### config.mk
export PLATFORM = sky130hd
export DESIGN_NAME = useq_top
export DESIGN_NICKNAME = d
export VERILOG_FILES = /design/src/rtl/useq_pkg.sv /design/src/rtl/useq_rom.sv /design/src/rtl/useq_dispatch.sv /design/src/rtl/useq_nextpc.sv /design/src/rtl/useq_top.sv
export SDC_FILE = /design/constraint.sdc
export NUM_CORES = 1
export LEC_CHECK = 0
export BUFFER_PORTS_ARGS = -buffer_cell sky130_fd_sc_hd__buf_2
export CAP_MARGIN = 30
export CORE_ASPECT_RATIO = 1.4
export CORE_MARGIN = 8
export CORE_UTILIZATION = 35
export CTS_BUF_LIST = sky130_fd_sc_hd__clkbuf_4 sky130_fd_sc_hd__clkbuf_8
export DETAILED_ROUTE_END_ITERATION = 6
export RECOVER_POWER = 50
export SYNTH_ARGS = -nofsm -noshare
export SYNTH_HDL_FRONTEND = slang
export SYNTH_SLANG_ARGS = --single-unit
### constraint.sdc
create_clock -name clk -period 3.4 [get_ports clk]
set_input_delay 0.34 -clock clk [delete_from_list [all_inputs] [get_ports clk]]
set_output_delay 0.34 -clock clk [all_outputs]
set_load 0.02 [all_outputs]
### src/rtl/useq_pkg.sv
// Shared definitions for the microprogram sequencer: widths, jump types,
// the control-vector layout, routine entry addresses and opcode groups.
package useq_pkg;
    localparam int UPC_W = 6;
    localparam int OPC_W = 7;

    typedef logic [UPC_W-1:0] upc_t;

    typedef enum logic [2:0] {
        JT_NEXT   = 3'd0,
        JT_SPIN   = 3'd1,
        JT_ABS    = 3'd2,
        JT_DISP   = 3'd3,
        JT_FTRUE  = 3'd4,
        JT_FFALSE = 3'd5
    } jump_t;

    // Bus source selects for the register-file read port
    localparam logic [2:0] SEL_PC  = 3'd0;
    localparam logic [2:0] SEL_RS1 = 3'd1;
    localparam logic [2:0] SEL_RS2 = 3'd2;
    localparam logic [2:0] SEL_RD  = 3'd3;
    localparam logic [2:0] SEL_RA  = 3'd4;

    // Immediate formats
    localparam logic [1:0] IMM_I = 2'd0;
    localparam logic [1:0] IMM_S = 2'd1;
    localparam logic [1:0] IMM_B = 2'd2;
    localparam logic [1:0] IMM_J = 2'd3;

    // ALU operations
    localparam logic [2:0] AOP_ADD   = 3'd0;
    localparam logic [2:0] AOP_INC4  = 3'd1;
    localparam logic [2:0] AOP_DEC4  = 3'd2;
    localparam logic [2:0] AOP_FUNC  = 3'd3;
    localparam logic [2:0] AOP_JTARG = 3'd4;
    localparam logic [2:0] AOP_PASSA = 3'd5;
    localparam logic [2:0] AOP_SUB   = 3'd6;

    // Control vector, MSB first; en_mem is bit 0
    typedef struct packed {
        logic       ld_ir;
        logic       ld_a;
        logic       ld_b;
        logic       ld_ma;
        logic       ld_pc;
        logic [2:0] reg_sel;
        logic       reg_wr;
        logic       en_reg;
        logic [1:0] imm_sel;
        logic       en_imm;
        logic [2:0] alu_op;
        logic       en_alu;
        logic       mem_wr;
        logic       en_mem;
    } ctrl_t;

    localparam int CTRL_W = $bits(ctrl_t);

    // Routine entry addresses
    localparam int A_FETCH = 0;
    localparam int A_ALU   = 3;
    localparam int A_ALUI  = 6;
    localparam int A_LW    = 9;
    localparam int A_SW    = 14;
    localparam int A_BEQ   = 19;
    localparam int A_J     = 25;
    localparam int A_JR    = 28;
    localparam int A_JAL   = 30;
    localparam int A_HALT  = 35;

    // Opcode groups
    localparam logic [OPC_W-1:0] OP_ALU  = 7'b0110011;
    localparam logic [OPC_W-1:0] OP_ALUI = 7'b0010011;
    localparam logic [OPC_W-1:0] OP_LW   = 7'b0000011;
    localparam logic [OPC_W-1:0] OP_SW   = 7'b0100011;
    localparam logic [OPC_W-1:0] OP_BEQ  = 7'b1100011;
    localparam logic [OPC_W-1:0] OP_J    = 7'b1101011;
    localparam logic [OPC_W-1:0] OP_JR   = 7'b1100111;
    localparam logic [OPC_W-1:0] OP_JAL  = 7'b1101111;
endpackage

### src/rtl/useq_rom.sv
// Combinational control store. For each micro-address it gives the control
// vector, the jump type and an absolute target. Unused addresses behave as
// the halt step. Assumes one bus source per step.
module useq_rom
    import useq_pkg::*;
(
    input  upc_t  upc,
    output ctrl_t ctrl,
    output jump_t jt,
    output upc_t  target
);
    // Microprogram contents, one case item per step
    always_comb begin
        ctrl   = '0;
        jt     = JT_NEXT;
        target = upc_t'(A_FETCH);
        case (int'(upc))
            // fetch: MA,A <- PC ; IR <- Mem ; PC <- A+4
            A_FETCH:     begin ctrl.reg_sel = SEL_PC; ctrl.en_reg = 1'b1; ctrl.ld_ma = 1'b1; ctrl.ld_a = 1'b1; end
            A_FETCH + 1: begin ctrl.en_mem = 1'b1; ctrl.ld_ir = 1'b1; jt = JT_SPIN; end
            A_FETCH + 2: begin ctrl.en_alu = 1'b1; ctrl.alu_op = AOP_INC4; ctrl.ld_pc = 1'b1; jt = JT_DISP; end
            // register ALU
            A_ALU:       begin ctrl.reg_sel = SEL_RS1; ctrl.en_reg = 1'b1; ctrl.ld_a = 1'b1; end
            A_ALU + 1:   begin ctrl.reg_sel = SEL_RS2; ctrl.en_reg = 1'b1; ctrl.ld_b = 1'b1; end
            A_ALU + 2:   begin ctrl.en_alu = 1'b1; ctrl.alu_op = AOP_FUNC; ctrl.reg_sel = SEL_RD; ctrl.reg_wr = 1'b1; jt = JT_ABS; end
            // immediate ALU
            A_ALUI:      begin ctrl.reg_sel = SEL_RS1; ctrl.en_reg = 1'b1; ctrl.ld_a = 1'b1; end
            A_ALUI + 1:  begin ctrl.en_imm = 1'b1; ctrl.imm_sel = IMM_I; ctrl.ld_b = 1'b1; end
            A_ALUI + 2:  begin ctrl.en_alu = 1'b1; ctrl.alu_op = AOP_FUNC; ctrl.reg_sel = SEL_RD; ctrl.reg_wr = 1'b1; jt = JT_ABS; end
            // load word
            A_LW:        begin ctrl.reg_sel = SEL_RS1; ctrl.en_reg = 1'b1; ctrl.ld_a = 1'b1; end
            A_LW + 1:    begin ctrl.en_imm = 1'b1; ctrl.imm_sel = IMM_I; ctrl.ld_b = 1'b1; end
            A_LW + 2:    begin ctrl.en_alu = 1'b1; ctrl.alu_op = AOP_ADD; ctrl.ld_ma = 1'b1; end
            A_LW + 3:    begin ctrl.en_mem = 1'b1; ctrl.reg_sel = SEL_RD; ctrl.reg_wr = 1'b1; jt = JT_SPIN; end
            A_LW + 4:    begin jt = JT_ABS; end
            // store word
            A_SW:        begin ctrl.reg_sel = SEL_RS1; ctrl.en_reg = 1'b1; ctrl.ld_a = 1'b1; end
            A_SW + 1:    begin ctrl.en_imm = 1'b1; ctrl.imm_sel = IMM_S; ctrl.ld_b = 1'b1; end
            A_SW + 2:    begin ctrl.en_alu = 1'b1; ctrl.alu_op = AOP_ADD; ctrl.ld_ma = 1'b1; end
            A_SW + 3:    begin ctrl.reg_sel = SEL_RS2; ctrl.en_reg = 1'b1; ctrl.en_mem = 1'b1; ctrl.mem_wr = 1'b1; jt = JT_SPIN; end
            A_SW + 4:    begin jt = JT_ABS; end
            // branch if equal: compare, then PC <- (PC-4) + offset
            A_BEQ:       begin ctrl.reg_sel = SEL_RS1; ctrl.en_reg = 1'b1; ctrl.ld_a = 1'b1; end
            A_BEQ + 1:   begin ctrl.reg_sel = SEL_RS2; ctrl.en_reg = 1'b1; ctrl.ld_b = 1'b1; end
            A_BEQ + 2:   begin ctrl.alu_op = AOP_SUB; ctrl.reg_sel = SEL_PC; ctrl.en_reg = 1'b1; ctrl.ld_a = 1'b1; jt = JT_FFALSE; end
            A_BEQ + 3:   begin ctrl.en_alu = 1'b1; ctrl.alu_op = AOP_DEC4; ctrl.ld_a = 1'b1; end
            A_BEQ + 4:   begin ctrl.en_imm = 1'b1; ctrl.imm_sel = IMM_B; ctrl.ld_b = 1'b1; end
            A_BEQ + 5:   begin ctrl.en_alu = 1'b1; ctrl.alu_op = AOP_ADD; ctrl.ld_pc = 1'b1; jt = JT_ABS; end
            // plain jump
            A_J:         begin ctrl.en_alu = 1'b1; ctrl.alu_op = AOP_DEC4; ctrl.ld_a = 1'b1; end
            A_J + 1:     begin ctrl.en_imm = 1'b1; ctrl.imm_sel = IMM_J; ctrl.ld_b = 1'b1; end
            A_J + 2:     begin ctrl.en_alu = 1'b1; ctrl.alu_op = AOP_JTARG; ctrl.ld_pc = 1'b1; jt = JT_ABS; end
            // register jump
            A_JR:        begin ctrl.reg_sel = SEL_RS1; ctrl.en_reg = 1'b1; ctrl.ld_a = 1'b1; end
            A_JR + 1:    begin ctrl.en_alu = 1'b1; ctrl.alu_op = AOP_PASSA; ctrl.ld_pc = 1'b1; jt = JT_ABS; end
            // jump and link: x1 <- PC, then PC <- target
            A_JAL:       begin ctrl.reg_sel = SEL_PC; ctrl.en_reg = 1'b1; ctrl.ld_a = 1'b1; end
            A_JAL + 1:   begin ctrl.en_alu = 1'b1; ctrl.alu_op = AOP_PASSA; ctrl.reg_sel = SEL_RA; ctrl.reg_wr = 1'b1; end
            A_JAL + 2:   begin ctrl.en_alu = 1'b1; ctrl.alu_op = AOP_DEC4; ctrl.ld_a = 1'b1; end
            A_JAL + 3:   begin ctrl.en_imm = 1'b1; ctrl.imm_sel = IMM_J; ctrl.ld_b = 1'b1; end
            A_JAL + 4:   begin ctrl.en_alu = 1'b1; ctrl.alu_op = AOP_JTARG; ctrl.ld_pc = 1'b1; jt = JT_ABS; end
            // halt and every unused address: loop on the halt step
            default:     begin jt = JT_ABS; target = upc_t'(A_HALT); end
        endcase
    end
endmodule

### src/rtl/useq_dispatch.sv
// Opcode-group decoder. Maps the instruction opcode to the entry address of
// its routine; an unknown opcode yields the halt address with valid low.
module useq_dispatch
    import useq_pkg::*;
(
    input  logic [OPC_W-1:0] opcode,
    output upc_t             entry,
    output logic             valid
);
    // Opcode-group lookup
    always_comb begin
        valid = 1'b1;
        case (opcode)
            OP_ALU:  entry = upc_t'(A_ALU);
            OP_ALUI: entry = upc_t'(A_ALUI);
            OP_LW:   entry = upc_t'(A_LW);
            OP_SW:   entry = upc_t'(A_SW);
            OP_BEQ:  entry = upc_t'(A_BEQ);
            OP_J:    entry = upc_t'(A_J);
            OP_JR:   entry = upc_t'(A_JR);
            OP_JAL:  entry = upc_t'(A_JAL);
            default: begin entry = upc_t'(A_HALT); valid = 1'b0; end
        endcase
    end
endmodule

### src/rtl/useq_nextpc.sv
// Next micro-address selector. Chooses between micro-PC+1, hold, absolute
// target and dispatch entry according to the jump type and the status inputs.
// Assumes busy and zero are stable before the clock edge.
module useq_nextpc
    import useq_pkg::*;
(
    input  upc_t  upc,
    input  jump_t jt,
    input  upc_t  target,
    input  upc_t  entry,
    input  logic  entry_ok,
    input  logic  zero,
    input  logic  busy,
    output upc_t  upc_nx
);
    upc_t upc_inc;

    // Incrementer shared by several jump types
    always_comb upc_inc = upc + upc_t'(1);

    // Source select
    always_comb begin
        case (jt)
            JT_NEXT:   upc_nx = upc_inc;
            JT_SPIN:   upc_nx = busy ? upc : upc_inc;
            JT_ABS:    upc_nx = target;
            JT_DISP:   upc_nx = entry_ok ? entry : upc_t'(A_HALT);
            JT_FTRUE:  upc_nx = zero ? target : upc_inc;
            JT_FFALSE: upc_nx = zero ? upc_inc : target;
            default:   upc_nx = upc_t'(A_HALT);
        endcase
    end
endmodule

### src/rtl/useq_top.sv
// Microprogram sequencer top. Holds the micro-PC and the sticky illegal
// flag, and drives the control vector of the current step out of the control
// store. Reset is synchronous and active low; the micro-PC resets to fetch.
module useq_top
    import useq_pkg::*;
(
    input  logic                 clk,
    input  logic                 rst_n,
    input  logic [OPC_W-1:0]     opcode,
    input  logic                 zero,
    input  logic                 busy,
    output logic [CTRL_W-1:0]    ctrl,
    output logic [UPC_W-1:0]     upc,
    output logic                 illegal
);
    upc_t  upc_q;
    upc_t  upc_nx;
    ctrl_t rom_ctrl;
    jump_t rom_jt;
    upc_t  rom_tgt;
    upc_t  disp_entry;
    logic  disp_ok;
    logic  illegal_q;

    useq_rom u_rom (
        .upc    (upc_q),
        .ctrl   (rom_ctrl),
        .jt     (rom_jt),
        .target (rom_tgt)
    );

    useq_dispatch u_disp (
        .opcode (opcode),
        .entry  (disp_entry),
        .valid  (disp_ok)
    );

    useq_nextpc u_next (
        .upc      (upc_q),
        .jt       (rom_jt),
        .target   (rom_tgt),
        .entry    (disp_entry),
        .entry_ok (disp_ok),
        .zero     (zero),
        .busy     (busy),
        .upc_nx   (upc_nx)
    );

    // Micro-PC register
    always_ff @(posedge clk) begin
        if (!rst_n) upc_q <= upc_t'(A_FETCH);
        else        upc_q <= upc_nx;
    end

    // Sticky illegal flag, raised together with entry into halt
    always_ff @(posedge clk) begin
        if (!rst_n)                            illegal_q <= 1'b0;
        else if (upc_nx == upc_t'(A_HALT))     illegal_q <= 1'b1;
    end

    assign ctrl    = rom_ctrl;
    assign upc     = upc_q;
    assign illegal = illegal_q;

    // Step-on type advances by one
    assert_next_step_R1: assert property (@(posedge clk) disable iff (!rst_n)
        (rom_jt == JT_NEXT) |=> (upc_q == upc_t'($past(upc_q) + upc_t'(1))));

    // Wait step holds while busy
    assert_spin_hold_R2: assert property (@(posedge clk) disable iff (!rst_n)
        (rom_jt == JT_SPIN && busy) |=> $stable(upc_q));

    // Wait step releases when busy drops
    assert_spin_release_R2: assert property (@(posedge clk) disable iff (!rst_n)
        (rom_jt == JT_SPIN && !busy) |=> (upc_q == upc_t'($past(upc_q) + upc_t'(1))));

    // Goto lands on the stored target
    assert_goto_target_R3: assert property (@(posedge clk) disable iff (!rst_n)
        (rom_jt == JT_ABS) |=> (upc_q == $past(rom_tgt)));

    // Dispatch lands on the decoded entry
    assert_dispatch_entry_R4: assert property (@(posedge clk) disable iff (!rst_n)
        (rom_jt == JT_DISP && disp_ok) |=> (upc_q == $past(disp_entry)));

    // Branch-on-false skips to target when zero is low
    assert_ffalse_taken_R5: assert property (@(posedge clk) disable iff (!rst_n)
        (rom_jt == JT_FFALSE && !zero) |=> (upc_q == $past(rom_tgt)));

    // Halt is never left and the flag never clears without reset
    assert_halt_stays_R7: assert property (@(posedge clk) disable iff (!rst_n)
        (upc_q == upc_t'(A_HALT)) |=> (upc_q == upc_t'(A_HALT)));

    assert_illegal_sticky_R7: assert property (@(posedge clk) disable iff (!rst_n)
        illegal_q |=> illegal_q);
endmodule

# Word level (Yosys, flattened, before mapping)
# Index checks and enable logic that the tools add are counted.
# Widths: inputs -> output; s select.
[word_totals]
input_bits = 11
register_bits = 7
output_inout_bits = 26
[classes]
mux = 22
n_reduce_logical = 22
addsub = 1
eq_ne = 48
[op_table]
columns = ["operator", "count"]
rows = [
  ["$eq 6x5->1 const B", 16],
  ["$eq 6x4->1 const B", 8],
  ["$pmux 6 s8", 1],
  ["$pmux 3 s4", 3],
  ["$pmux 6 s6", 1],
  ["$reduce_or 35->1", 1],
  ["$mux 6", 5],
  ["$eq 7x7->1 const B", 4],
  ["$eq 6x3->1 const B", 4],
  ["$eq 6x6->1 const B", 4],
  ["$reduce_or 12->1", 2],
  ["$reduce_or 22->1", 1],
  ["$pmux 3 s6", 1],
  ["$reduce_or 8->1", 2],
  ["$reduce_or 3->1", 5],
  ["$eq 7x6->1 const B", 2],
  ["$reduce_or 13->1", 1],
  ["$eq 6x2->1 const B", 2],
  ["$mux 1", 11],
  ["$reduce_or 2->1", 5],
  ["$eq 7x2->1 const B", 1],
  ["$eq 7x5->1 const B", 1],
  ["$add 6x1->6 const B", 1],
  ["$eq 3x2->1 const B", 2],
  ["other kinds (8)", 9],
]

# Logic depth before layout (Yosys ltp)
[logic_depth]
depth_word = 6
ltp_mapped = 10
ltp_nobuf = 9

# Hierarchy
# From an unflattened synthesis, not the netlist that was laid out.
[hier_totals]
cells_unflattened = 245
area_unflattened_um2 = 1637.8
[modules_own_cells]
columns = ["module", "cells_each", "area_per_inst_um2", "instances", "seq_area_each_um2"]
rows = [
  ["useq_rom", 143, 882.1, 1, 0.0],
  ["useq_nextpc", 65, 420.4, 1, 0.0],
  ["useq_top", 16, 207.7, 1, 140.1],
  ["useq_dispatch", 21, 127.6, 1, 0.0],
]

# Least setup slack after synthesis
# No wires, ideal clock.
[synth_path]
path_type = "reg2reg"
startpoint = "register upc_q[0] (netlist: upc[0])"
endpoint = "register illegal_q (netlist: illegal)"
path_stages_with_launch = 11
slack_ns = 0.871
setup_time_ns = 0.096
arrival_time_ns = 2.433
cell_sequence = "dfxtp_1 inv_1 ha_1 buf_6 nor2b_4 and3_4 o31ai_4 nand3b_4 or3_4 o211a_2 o41ai_2"
[synth_between]
elab_chain_cells = 6
[synth_rtl]
columns = ["element", "line", "text"]
rows = [
  ["start: declaration", "useq_top.sv:16", "upc_t upc_q;"],
  ["start signal: assignment", "useq_top.sv:51", "if (!rst_n) upc_q <= upc_t'(A_FETCH);"],
  ["start signal: assignment", "useq_top.sv:52", "else upc_q <= upc_nx;"],
  ["$eq 6x4->1, or another cell as far along", "useq_rom.sv:17", "case (int'(upc))"],
  ["$reduce_or 22->1 (no source line), or another cell as far along", "n/a", ""],
  ["$pmux 3 s4 / $mux 6 (equally long branches)", "useq_rom.sv:17", ""],
  ["$eq 3x3->1, or another cell as far along", "useq_nextpc.sv:23", "case (jt)"],
  ["$pmux 6 s6 (*)", "useq_nextpc.sv:23", ""],
  ["$eq 6x6->1 (*)", "useq_top.sv:58", "else if (upc_nx == upc_t'(A_HALT)) illegal_q <= 1'b1;"],
  ["end signal: assignment", "useq_top.sv:57", "if (!rst_n) illegal_q <= 1'b0;"],
  ["end signal: assignment", "useq_top.sv:58", ""],
  ["end: declaration", "useq_top.sv:23", "logic illegal_q;"],
]
# Mark *: on every way between the ends. The rest lies on a longest branch, timed or not.
# A chain may end at the register's enable or synchronous reset.

# Worst setup path in the final report
[layout_path]
startpoint = "register upc_q[2] (netlist: upc[2])"
endpoint = "output port ctrl[17]"
[layout_between]
elab_chain_cells = 3
[layout_rtl]
columns = ["element", "line", "text"]
rows = [
  ["$eq 6x5->1, or another cell as far along", "useq_rom.sv:17", ""],
  ["$reduce_or 12->1 (no source line) (*)", "n/a", ""],
  ["$mux 1 (*)", "useq_rom.sv:17", ""],
  ["end: declaration", "useq_top.sv:12", "output logic [CTRL_W-1:0] ctrl,"],
]
# Marked as above.

==> flow_metrics.tcl <==
set metrics [dict create \
    hold_violations 0 \
    critPathCaptureType "primary output" \
    slew_violations 0 \
    hold_path.class "input pin to flip-flop" \
    grt_pass1_wl_um 6880 \
    cts.sink_count 7 \
    synth_nets 210 \
    critPathBufInv 2 \
    grt_use_total 0.135 \
    cts_buffers 3 \
    start_kind "flip-flop" \
    cp.arrival_ns 2.50 \
    seqCellArea_sq_um 140 \
    hpwl_um 3410 \
    ys_seq_area_frac 0.102 \
    final_cell_mix "buf_2 (26), nor2_1 (24), nand2_1 (18)" \
    multiInputGateArea_sq_mm 0.00109 \
    grt_overflow 0 \
    crit_path_max_fanout 17 \
    ys.flop_type "dfxtp_1" \
    rows 27 \
    maxCapViolCount 0 \
    p_leak_nw 0.701 \
    finalSetupViolCount 0 \
    grt_max_degree 25 \
    final_common_cell "buf_2" \
    setup_tns_ns 0 \
    worst_slew_pin_slew_ns 0.850 \
    syn_area_sq_mm 0.00137 \
    cts_root_buf "clkbuf_8" \
    antenna_found_initial 0 \
    max_clock_freq_mhz 352 \
    rsz0062_at_grt "false" \
    status "finished clean" \
    num_vias 1486 \
    io_pins 37 \
    h-tree-depth 1 \
    crit_family "buffers and inverters" \
    crit_chain "clkbuf_1 > nor2b_1 > o21ai_0 > o21ai_0 > a21o_1 > or3_1 > buf_2" \
    cts_buffer_depth 2 \
    whs_ns 0.368 \
    ctsResizeCount 0 \
    crit_top_cell "o21ai_0" \
    slowest_stage "dfxtp_1" \
    max_slew_margin 0.433 \
    fill_cells 439 \
    wl_per_cell_um 16.0 \
    cts_setup_buffers 0 \
    avgSynthCellArea_sq_um 7.02 \
    synth_cell_types 62 \
    skew_ns 0.000463 \
    yosys_warnings 0 \
    via_per_inst 5.57 \
    cts_tree "done" \
    ant_nets 0 \
    synth_edf_count 0 \
    place_congestion 0.909 \
    dr.first_iter.drc_count 81 \
    power_density_mw_per_mm2 718 \
    postSynthCellCount 195 \
    cts.clk_slew.worst_paths_ns 0.04 \
    crit_required_ns 3.06 \
    wl_um 4260 \
    drc 0 \
    synth_top_cell_area_share 0.102 \
    port_buffers 36 \
    irDropWorstVdd_mv 0.470 \
    path_class "flip-flop to primary output" \
    min_period_ns 2.84 \
    yosysTopAreaCell "dfxtp_1" \
    die_w_um 68.9 \
    dieHeight_um 90.0 \
    dieArea_sq_mm 0.00620 \
    ys_async_sr_fraction 0 \
    crit_path_max_incr_delay_ns 0.66 \
    drtPass1Iterations 4 \
    drive_gt1_frac 0.223 \
    nets 240 \
    syn2layout_area_growth_pct 13.0 \
    cts_hold_repair.buffers 0 \
    finalCritPeriodShare 0.836 \
    yosys-top-cells-area "dfxtp_1 (10%), nor2_1 (6.6%), a21oi_1 (6.2%)" \
    ys_ff_latch 7 \
    clk_latency_ns 0.22 \
    core_sq_mm 0.00385 \
    grt_pass1_vias 1471 \
    start_util 0.355 \
    antenna_cells 0 \
]
==> flip-flops by register name, indices dropped and copies added (netlist names) <==
| signal | flops |
|---|---|
| upc | 6 |
| illegal | 1 |
==> cell usage after synthesis (2+ instances only) <==
master     instances
buf_6              6
o221ai_1           2
a21oi_1           17
nor3b_1            2
nor2_1            24
and3_1             3
and2_1             4
or3_1              2
a21o_1             5
a22oi_1            2
ha_1               4
nand2_1           18
a2bb2oi_1          2
a31o_2             2
xor2_1             3
nand3_1            2
o311ai_0           2
nor2b_1            8
o22ai_1            2
dfxtp_1            7
o21ai_0           15
nor3_1             3
o21a_1             2
nand2_2            2
nand2b_1           4
buf_2              5
clkbuf_1           3
nor4_1             2
nand3b_1           2
inv_1              7
mux2i_1            2
==> per-layer routing <==
| metal | vias up | GRT usage | share of wire |
|---|---|---|---|
| met2 | 32 | 0.246 | 0.54 |
| met5 | - | 0 | 0 |
| met4 | 0 | 0.0336 | 0.015 |
| met3 | 6 | 0.0149 | 0.042 |
| met1 | 688 | 0.156 | 0.40 |
| li1 | 760 | - | - |
==> logic make-up (layout without fill, tap and decap cells) <==
| family | count (synthesis) | in the layout | synth area share |
|---|---|---|---|
| and+or+nand+nor | 90 | 90 | 0.378 |
| AOI/OAI and AO/OA | 65 | 65 | 0.334 |
| buffers and inverters | 22 | 51 | 0.101 |
| DFF | 7 | 7 | 0.102 |
| adders and majority gates | 4 | 4 | 0.0366 |
| xor gates and xnor gates | 4 | 4 | 0.0256 |
| muxes | 3 | 3 | 0.0229 |
==> power by group <==
part / switching, mW / internal [mW]
Clock: 0.0332 / 0.0888
Sequential: 0.0481 / 0.104
Combinational: 0.507 / 0.330
Total: 0.588 / 0.523
==> final cells by class <==
class,count,area share
multi-input cells,166,0.706
repair buffers,40,0.121
well taps,43,0.0348
flip-flops and latches,7,0.0906
inverters,7,0.0170
clock buffers,4,0.0316
==> metrics by stage <==
stage                     setup slack, ns  instance area, sq um  cells  total power [mW]  utilization
after floorplan                     0.871                  1370    195             0.796            -
after global placement              0.855                  1520    263              1.01        0.395
after detailed placement            0.793                  1520    263              1.01        0.395
after CTS                           0.628                  1570    267              1.13        0.408
after global routing                0.285                  1550    267              1.20        0.402
final                               0.557                  1550    267              1.11        0.402
==> final timing paths <==
| kind | cells after the start | end | slack, ns | start |
|---|---|---|---|---|
| max | 7 | ctrl[17] | 0.56 | upc[2] |
| min | 3 | illegal | 0.37 | rst_n |
| max reg2reg | 7 | illegal | 0.69 | upc[2] |
| min reg2reg | 2 | illegal | 0.46 | illegal |
==> tightest hold or removal path, delay by kind of cell <==
kind / cells / cell delay, ns
compound gates: 1 / 0.04
buf+inv: 1 / 0.11
simple gates: 1 / 0.06
No activity file was read; power rests on OpenSTA's default activity.
